==> config.mk <==
export PLATFORM = sky130hd
export DESIGN_NAME = numstr_recognizer
export DESIGN_NICKNAME = d
export VERILOG_FILES = /design/src/rtl/numstr_pkg.sv /design/src/rtl/numstr_classify.sv /design/src/rtl/numstr_next.sv /design/src/rtl/numstr_recognizer.sv
export SDC_FILE = /design/constraint.sdc
export NUM_CORES = 1
export LEC_CHECK = 0
export BUFFER_PORTS_ARGS = -buffer_cell sky130_fd_sc_hd__buf_2
export CORE_AREA = 3 3 40 42
export DETAILED_ROUTE_END_ITERATION = 7
export DIE_AREA = 0 0 43 45
export HOLD_SLACK_MARGIN = 0.12
export PLACE_DENSITY_LB_ADDON = 0.3
export SLEW_MARGIN = 20
export SYNTH_ARGS = -nofsm -noshare
export SYNTH_HDL_FRONTEND = slang
export SYNTH_SLANG_ARGS = --single-unit
==> constraint.sdc <==
create_clock -name clk -period 1.3 [get_ports clk]
set_input_delay 0.26 -clock clk [delete_from_list [all_inputs] [get_ports clk]]
set_output_delay 0.26 -clock clk [all_outputs]
set_load 0.005 [all_outputs]
==> src/rtl/numstr_pkg.sv <==
// Package: shared types for the decimal number string recognizer.
// Assumes ASCII character codes on an 8-bit byte.
package numstr_pkg;

    // Recognizer state; the encoding is free, only the names matter.
    typedef enum logic [2:0] {
        ST_START = 3'd0,
        ST_SIGN  = 3'd1,
        ST_INT   = 3'd2,
        ST_DOT   = 3'd3,
        ST_FRAC  = 3'd4,
        ST_DEAD  = 3'd5
    } rec_state_t;

    // Class of an incoming character.
    typedef enum logic [1:0] {
        CC_DIGIT = 2'd0,
        CC_MINUS = 2'd1,
        CC_DOT   = 2'd2,
        CC_OTHER = 2'd3
    } char_class_t;

endpackage

==> src/rtl/numstr_classify.sv <==
// Module: numstr_classify
// Sorts one character code into digit, minus, dot or other.
// Assumes the digit codes form one contiguous range [DIGIT_LO, DIGIT_HI].
module numstr_classify
    import numstr_pkg::*;
#(
    parameter int          CHAR_W   = 8,
    parameter logic [CHAR_W-1:0] DIGIT_LO = 8'h30,
    parameter logic [CHAR_W-1:0] DIGIT_HI = 8'h39,
    parameter logic [CHAR_W-1:0] MINUS_CH = 8'h2D,
    parameter logic [CHAR_W-1:0] DOT_CH   = 8'h2E
) (
    input  logic [CHAR_W-1:0] ch,
    output char_class_t       cls
);

    logic in_digit_range;

    // Range test for decimal digits.
    always_comb begin
        in_digit_range = (ch >= DIGIT_LO) && (ch <= DIGIT_HI);
    end

    // Class selection, digits first.
    always_comb begin
        if (in_digit_range)      cls = CC_DIGIT;
        else if (ch == MINUS_CH) cls = CC_MINUS;
        else if (ch == DOT_CH)   cls = CC_DOT;
        else                     cls = CC_OTHER;
    end

endmodule

==> src/rtl/numstr_next.sv <==
// Module: numstr_next
// Next-state function of the recognizer for one classified character.
// Assumes the caller only applies the result on cycles with a valid character.
module numstr_next
    import numstr_pkg::*;
(
    input  rec_state_t  cur,
    input  char_class_t cls,
    output rec_state_t  nxt
);

    // Transition table; any unlisted pair goes to the dead state.
    always_comb begin
        nxt = ST_DEAD;
        unique case (cur)
            ST_START: begin
                if (cls == CC_MINUS)      nxt = ST_SIGN;
                else if (cls == CC_DIGIT) nxt = ST_INT;
            end
            ST_SIGN: begin
                if (cls == CC_DIGIT) nxt = ST_INT;
            end
            ST_INT: begin
                if (cls == CC_DIGIT)    nxt = ST_INT;
                else if (cls == CC_DOT) nxt = ST_DOT;
            end
            ST_DOT: begin
                if (cls == CC_DIGIT) nxt = ST_FRAC;
            end
            ST_FRAC: begin
                if (cls == CC_DIGIT) nxt = ST_FRAC;
            end
            default: nxt = ST_DEAD;
        endcase
    end

endmodule

==> src/rtl/numstr_recognizer.sv <==
// Module: numstr_recognizer (top)
// Recognizes an optionally signed decimal number with an optional fraction
// part, one character per strobed cycle. accept_led is high while the string
// since the last reset or clear is valid. Assumes synchronous inputs.
module numstr_recognizer
    import numstr_pkg::*;
#(
    parameter int CHAR_W = 8
) (
    input  logic              clk,
    input  logic              rst_n,
    input  logic              clear,
    input  logic              char_valid,
    input  logic [CHAR_W-1:0] char_byte,
    output logic              accept_led
);

    rec_state_t  state_q;
    rec_state_t  state_nxt;
    char_class_t ch_cls;

    numstr_classify #(.CHAR_W(CHAR_W)) u_classify (
        .ch  (char_byte),
        .cls (ch_cls)
    );

    numstr_next u_next (
        .cur (state_q),
        .cls (ch_cls),
        .nxt (state_nxt)
    );

    // State register: reset and clear restart; a strobe advances.
    always_ff @(posedge clk) begin
        if (!rst_n)          state_q <= ST_START;
        else if (clear)      state_q <= ST_START;
        else if (char_valid) state_q <= state_nxt;
    end

    // Indicator decode: only the two digit-run states accept.
    always_comb begin
        accept_led = (state_q == ST_INT) || (state_q == ST_FRAC);
    end

endmodule

[Word level (Yosys, flattened, before mapping)]
Index checks and enable logic that the tools add are counted.
Word-level totals
  register bits after elaboration: 3
  input port bits: 12
  output and inout bits: 1
Cells by class
  reductions and logical operators: 6
  magnitude comparators: 2
  eq/ne operators: 8
  multiplexer cells: 9
  bitwise gates (word level): 1
Operators by type and width (count)
  equality test 8 x 6 -> 1 bit, second input constant: 2
  two-way mux 3 bit: 4
  case mux 3 bit (4 select lines): 1
  >= comparator 8 x 6 -> 1 bit, second input constant: 1
  <= comparator 8 x 6 -> 1 bit, second input constant: 1
  equality test 3 x 2 -> 1 bit, second input constant: 2
  two-way mux 2 bit: 2
  OR reduction 2 bit: 2
  equality test 3 x 1 -> 1 bit, second input constant: 1
  equality test 3 bit, second input constant: 1
  zero test 3 bit: 1
  equality test 2 x 1 -> 1 bit, second input constant: 1
  equality test 2 bit, second input constant: 1
  zero test 2 bit: 1
  two-way mux 1 bit: 2
  logical AND 1 bit: 1
  logical OR 1 bit: 1
  inverter 1 bit: 1

[Depth between registers and ports, before layout]
Gate-level depths: netlist (run 1).
  word-level depth: 8
  gate-level depth with buffers: 5
  gate-level depth less buffers: 4

[Cells and area by module]
A second synthesis (run 1) with hierarchy kept.
Unflattened totals
  cell total of the unflattened synthesis: 28
  area total of the unflattened synthesis: 215.2 µm²
By module, submodules not included
  numstr_recognizer: times used 1, cells each 12, area an instance 120.1 µm²
  numstr_classify: times used 1, cells each 8, area an instance 51.3 µm²
  numstr_next: times used 1, cells each 8, area an instance 43.8 µm²

[Worst setup path before layout (run 1)]
OpenSTA, ideal clock, no wires.
  kind: register to register
  start: reg state_q[1]
  end: reg state_q[2]
  buffers on the path: 1
  cell stages (with the launch flop): 6
  library setup time: 0.120 ns
  data arrival time: 1.202 ns
  period minus slack after synthesis: 1.321 ns
  slack: -0.021 ns
  path through: dfxtp_1 buf_6 or3b_1 a21oi_1 nor3_1 a211o_1
Between the ends
  cells in the longest elaborated chain, start to end: 3
  elaborated cells on any way between the ends: 7
  those cells by class: eq/ne (4); mux (1); reduce/logical (2)
Ends and longest elaborated chain
  start, declared: RTL line numstr_recognizer.sv:18  | rec_state_t state_q;
  start signal, assigned: RTL line numstr_recognizer.sv:37  | else if (char_valid) state_q <= state_nxt;
  equality test 3 bit or equality test 3 x 2 -> 1 bit (tied branches): RTL line numstr_next.sv:15  | unique case (cur)
  OR reduction 2 bit (no line)
  case mux 3 bit (4 select lines) *: RTL line numstr_next.sv:15
Every way passes the cells marked *; elsewhere a longest branch is shown, timed or not.
A chain may end at the register's enable or synchronous reset.

[Worst setup path in the final report (run 1)]
  start: reg state_q[1]
  end: out accept_led
Between the ends
  cells in the longest elaborated chain, start to end: 2
  elaborated cells on any way between the ends: 3
  those cells by class: eq/ne (2); reduce/logical (1)
Ends and longest elaborated chain
  equality test 3 x 2 -> 1 bit or equality test 3 bit (tied branches): RTL line numstr_recognizer.sv:42  | accept_led = (state_q == ST_INT) || (state_q == ST_FRAC);
  logical OR 1 bit *: RTL line numstr_recognizer.sv:42
  end, declared: RTL line numstr_recognizer.sv:15  | output logic accept_led
Marks and branches as above.

==> results of run 1 <==
## worst max-delay path, cell delays in order, from the launching register on
cell	delay [ns]
dfxtp_1	0.30
buf_4	0.15
xnor2_1	0.14
nor2_1	0.05
buf_2	0.12
## repair_timing
item	4_1_cts	5_1_grt
setup endpoints to repair	0	1
hold buffers	0	0
gates resized for setup	0	1
setup buffers	0	0
## worst max-delay path by stage
stage	startpoint	end	slack (ns)
final	state_q[1]	accept_led	0.05
after global routing	state_q[1]	state_q[2]	0.0002
after CTS	state_q[1]	accept_led	0.02
after detailed placement	char_byte[7]	state_q[2]	-0.13
after global placement	char_byte[7]	state_q[2]	-0.13
after floorplan	state_q[1]	state_q[2]	0.008
## final cells by class
cell class / instances / area (um^2)
Clock buffer: 4 / 26.3
Fill cell: 149 / 926
Inverter: 2 / 7.51
Multi-Input combinational cell: 27 / 171
Sequential cell: 3 / 60.1
Tap cell: 15 / 18.8
Timing Repair Buffer: 14 / 75.1
## stage by stage
stage / util [%] / power (mW) / setup TNS (ns) / area (um^2)
4_1_cts: 27.7 / 0.338 / 0 / 355
5_1_grt: 27.9 / 0.349 / 0 / 359
3_3_place_gp: 25.6 / 0.165 / -0.193 / 329
6_report: 27.9 / 0.326 / 0 / 359
3_5_place_dp: 25.6 / 0.165 / -0.181 / 329
2_1_floorplan: - / 0.134 / 0 / 246
## where the power goes
part           switching (mW)  internal (mW)
Clock                  0.0472          0.115
Sequential            0.00637         0.0974
Combinational          0.0261         0.0337
Total                  0.0796          0.246
## Yosys cell counts
library cell / count / share of area [%]
inv_1: 2 / 3.0
nand3b_1: 2 / 6.1
o21ai_0: 2 / 4.1
a211o_1: 1 / 3.6
nor2_1: 4 / 6.1
nand2_1: 1 / 1.5
or3b_1: 1 / 3.6
or2b_1: 1 / 3.0
a211oi_1: 1 / 3.0
o2bb2ai_1: 1 / 3.6
nor3_1: 2 / 4.1
nand3_1: 1 / 2.0
o2111a_1: 1 / 4.6
a21oi_1: 4 / 8.1
nor2b_1: 1 / 2.5
dfxtp_1: 3 / 24
buf_6: 1 / 4.6
xnor2_1: 1 / 3.6
or3b_2: 1 / 3.6
o22ai_1: 1 / 2.5
nand2b_1: 1 / 2.5
## kinds of logic after synthesis
logic type / after synthesis
buffers and inverters: 3
xor gates and xnor gates: 1
DFF: 3
AOI/OAI and AO/OA: 11
and+or+nand+nor: 15
## metal layers
metal	share of wire, %	up-vias
li1	-	159
met1	42	122
met2	48	5
met3	7.6	2
met4	1.7	0
met5	0	-
==> results_dict.tcl, run 1 <==
set metrics [dict create \
    drive_above_1_share_pct 38.0 \
    grt_pass1_wl_mm 1.06 \
    ant_nets 0 \
    antenna_found_initial 0 \
    reg2reg_from "state_q[1]" \
    grt_pass1_vias 276 \
    path_max_fanout 7 \
    avgSynthCellArea_um2 7.47 \
    fin_crit_ns 1.25 \
    initial_core_util_pct 19.2 \
    muxShareOfSynthArea_pct 0 \
    globalRouteMet3Util_pct 2.79 \
    mostFrequentLayoutCells "buf_2 (12), nor2_1 (4), a21oi_1 (3), clkbuf_4 (3), dfxtp_1 (3)" \
    cp.arrival_ns 0.99 \
    drc 0 \
    wl_per_cell_um 9.15 \
    top_regs "state_q: 3 flops" \
    fin_cells 65 \
    peakVddDrop_mv 0.298 \
    hold_class "in2reg" \
    maxCapViolCount 0 \
    layout_commonest_cell "buf_2" \
    num_rows 13 \
    grtUsageTotal_pct 7.99 \
    place_congestion 0.637 \
    finalNetCount 63 \
    yosysWarnings 0 \
    pin_count 13 \
    clock_path_buffers 2 \
    syn-num-nets 45 \
    worstMarginPinSlew_ns 0.213 \
    clock_latency_ns 0.23 \
    finalSetupViolCount 0 \
    drv_slew 0 \
    fmax_mhz 798 \
    yosys.area_share.simple_pct 35.0 \
    synth_area_um2 246 \
    pre_cts_ws_ns -0.134 \
    finalHoldViolations 0 \
    htree_num_levels 1 \
    fin_crit_sh_pct 96.4 \
    min_to "state_q[0]" \
    cp_data_required_time_ns 1.04 \
    synth_cell_types 21 \
    ys_seq_area_share_pct 24.4 \
    syn_inst 33 \
    firstDrtPassIters 2 \
    holdWs_ns 0.320 \
    fin_worst_skew_ns 0.000210 \
    antennaDiodeCount 0 \
    gr-total-overflow 0 \
    synth_compound_area_share_pct 29.4 \
    regToRegEndpoint "state_q[2]" \
    p_leak_nw 0.156 \
    synth_top_family_by_area "simple AND/OR/NAND/NOR gates" \
    cts_tree "done" \
    die_w_um 43 \
    path_class "reg2out" \
    grt_max_degree 8 \
    synth_fa_ha_area_share_pct 0 \
    cts_sinks 3 \
    largest_register_ffs 3 \
    place_inst 61 \
    slew_headroom_pct 85.7 \
    holdCritStartpoint "clear" \
    status "complete, no violations" \
    power.density_nw_per_um2 907 \
    top_usage_layer "met2" \
    wl_um 595 \
    dieArea_um2 1940 \
    hold_path_depth 4 \
    rsz0062_at_grt "false" \
    viasPerCell 4.43 \
    cts.reportedPaths.clkPinSlew_ns 0.04 \
    cts_buffers 3 \
    die-height_um 45 \
    use_met2_pct 12.0 \
    core_area_um2 1280 \
    met1_usage_pct 7.47 \
    synthToLayoutAreaGrowth_pct 45.7 \
    dr.first_iter.drc_count 1 \
    place.port_buffers 12 \
    r2r_setup_slack_ns 0.07 \
    setup_slack_ns 0.0464 \
    r2r_cells 4 \
    ys_seq_elements 3 \
    startpoint_type "flop" \
    synth_xor_area_share_pct 3.55 \
    vias 288 \
    dp_hpwl_um 477 \
    regMostFlops "state_q" \
    clockRootBuffer "clkbuf_4" \
    critPathCaptureType "output port" \
]
No activity file was read; power rests on OpenSTA's default activity.
==> inputs of run 2 (changes only) <==
--- a/config.mk
+++ b/config.mk
@@ -7,9 +7,11 @@
 export LEC_CHECK = 0
 export BUFFER_PORTS_ARGS = -buffer_cell sky130_fd_sc_hd__buf_2
 export CORE_AREA = 3 3 40 42
+export CTS_BUF_LIST = sky130_fd_sc_hd__clkbuf_8
 export DETAILED_ROUTE_END_ITERATION = 7
 export DIE_AREA = 0 0 43 45
 export HOLD_SLACK_MARGIN = 0.12
+export MAX_ROUTING_LAYER = met4
 export PLACE_DENSITY_LB_ADDON = 0.3
 export SLEW_MARGIN = 20
 export SYNTH_ARGS = -nofsm -noshare
==> run 2 against run 1 <==
Compared with the run above:
- clock power is 60% higher
- critical path depth stayed put
- first-iteration DRC count stayed put
- combinational power hardly changed
- largest power group unchanged
==> results_dict.tcl, run 2 (same netlist as run 1, synthesis figures left out) <==
set metrics [dict create \
    status "complete, no violations" \
    min_to "state_q[0]" \
    hold_path_depth 4 \
    cts_sinks 3 \
    clockRootBuffer "clkbuf_8" \
    largest_register_ffs 3 \
    place_area_um2 329 \
    path_class "reg2out" \
    path_max_fanout 7 \
    mostFrequentLayoutCells "buf_2 (12), nor2_1 (4)" \
    hold_buffers 0 \
    fin_area_um2 378 \
    cts.reportedPaths.clkPinSlew_ns 0.03 \
    p_comb_share_pct 14.1 \
    drc 0 \
    startpoint_type "flop" \
    fin_worst_skew_ns 0.00174 \
    cts_buffers 3 \
    intPower_mw 0.332 \
    drv_slew 0 \
    final.setup.tns_ns 0 \
    fillers 144 \
    grt_pass1_vias 264 \
    wl_per_cell_um 9.06 \
    dp_hpwl_um 477 \
    vias 287 \
    place_congestion 0.642 \
    place_inst 61 \
    finalHoldViolations 0 \
    peakVddDrop_mv 0.415 \
    fin_cells 65 \
    place.port_buffers 12 \
    total_power_mw 0.424 \
    num_rows 13 \
    reg2reg_from "state_q[1]" \
    grt_pass1_wl_mm 1.05 \
    swShare_pct 21.6 \
    finalSetupViolCount 0 \
    regToRegEndpoint "state_q[2]" \
    fin_crit_sh_pct 95.0 \
    drive_above_1_share_pct 38.0 \
    die_w_um 43 \
    r2r_cells 4 \
    grt_max_degree 8 \
    holdWs_ns 0.336 \
    synthToLayoutAreaGrowth_pct 53.3 \
    layout_commonest_cell "buf_2" \
    slew_headroom_pct 85.7 \
    initial_core_util_pct 19.2 \
    fmax_mhz 810 \
    gr-total-overflow 0 \
    worstMarginPinSlew_ns 0.213 \
    cts-resized-gates 0 \
    critPathCaptureType "output port" \
    rsz0062_at_grt "false" \
    dr.first_iter.drc_count 1 \
    cp.arrival_ns 0.97 \
    wl_um 589 \
    p_leak_nw 0.168 \
    antennaDiodeCount 0 \
    p_switching_mw 0.0917 \
    ant_nets 0 \
    regMostFlops "state_q" \
    core_area_um2 1280 \
    die-height_um 45 \
    dieArea_um2 1940 \
    grtUsageTotal_pct 8.15 \
    power.density_nw_per_um2 1120 \
    clock_path_buffers 2 \
    maxCapViolCount 0 \
    multi_input_area_um2 171 \
    clock_latency_ns 0.21 \
    finalNetCount 63 \
    pin_count 13 \
    clkPwrFrac_pct 61.4 \
    cts_setup_buffers 0 \
    r2r_setup_slack_ns 0.07 \
    holdCritStartpoint "clear" \
    cts_tree "done" \
    cp_data_required_time_ns 1.04 \
    viasPerCell 4.42 \
    antenna_found_initial 0 \
    regArea_um2 60.1 \
    hold_class "in2reg" \
    fin_crit_ns 1.23 \
    top_regs "state_q: 3 flops" \
    firstDrtPassIters 2 \
    htree_num_levels 1 \
    seqPwrFrac_pct 24.5 \
]
## run 2: stage by stage
step           setup WS [ns]  utilization (%)
3_3_place_gp          -0.129             25.6
3_5_place_dp          -0.134             25.6
2_1_floorplan        0.00751                -
5_1_grt              0.00527             29.4
6_report              0.0656             29.4
4_1_cts               0.0422             29.1
## run 2: critical path: stages, from the launching register on
cell	delay, ns
dfxtp_1	0.29
buf_4	0.15
xnor2_1	0.14
nor2_1	0.05
buf_2	0.12
## run 2: layout make-up
class	instances	area share [%]
Clock buffer	3	10.9
Clock inverter	1	0.993
Inverter	2	1.99
Multi-Input combinational cell	27	45.4
Sequential cell	3	15.9
Tap cell	15	4.97
Timing Repair Buffer	14	19.9
## run 2: routing by layer
layer  up-vias  GRT usage, %  wire [um]
met5         -             -          0
met4         0          9.04         25
met3         4          3.98         45
met2         7          11.4        262
met1       118          7.71        254
li1        158             -          -
## run 2: power by group through the flow
stage	sequential [mW]	combinational [mW]	clock, mW
after floorplan	0.104	0.0302	0
after global placement	0.105	0.0594	0
after detailed placement	0.105	0.0594	0
after CTS	0.104	0.0596	0.270
after global routing	0.105	0.0673	0.275
final	0.104	0.0596	0.260
## run 2: how the worst max path moves through the flow
stage	cells after the start	endpoint	slack [ns]	from
6_report	4	accept_led	0.07	state_q[1]
5_1_grt	4	state_q[2]	0.005	state_q[1]
4_1_cts	4	state_q[2]	0.04	state_q[1]
3_5_place_dp	5	state_q[2]	-0.13	char_byte[7]
3_3_place_gp	5	state_q[2]	-0.13	char_byte[7]
2_1_floorplan	5	state_q[2]	0.008	state_q[1]
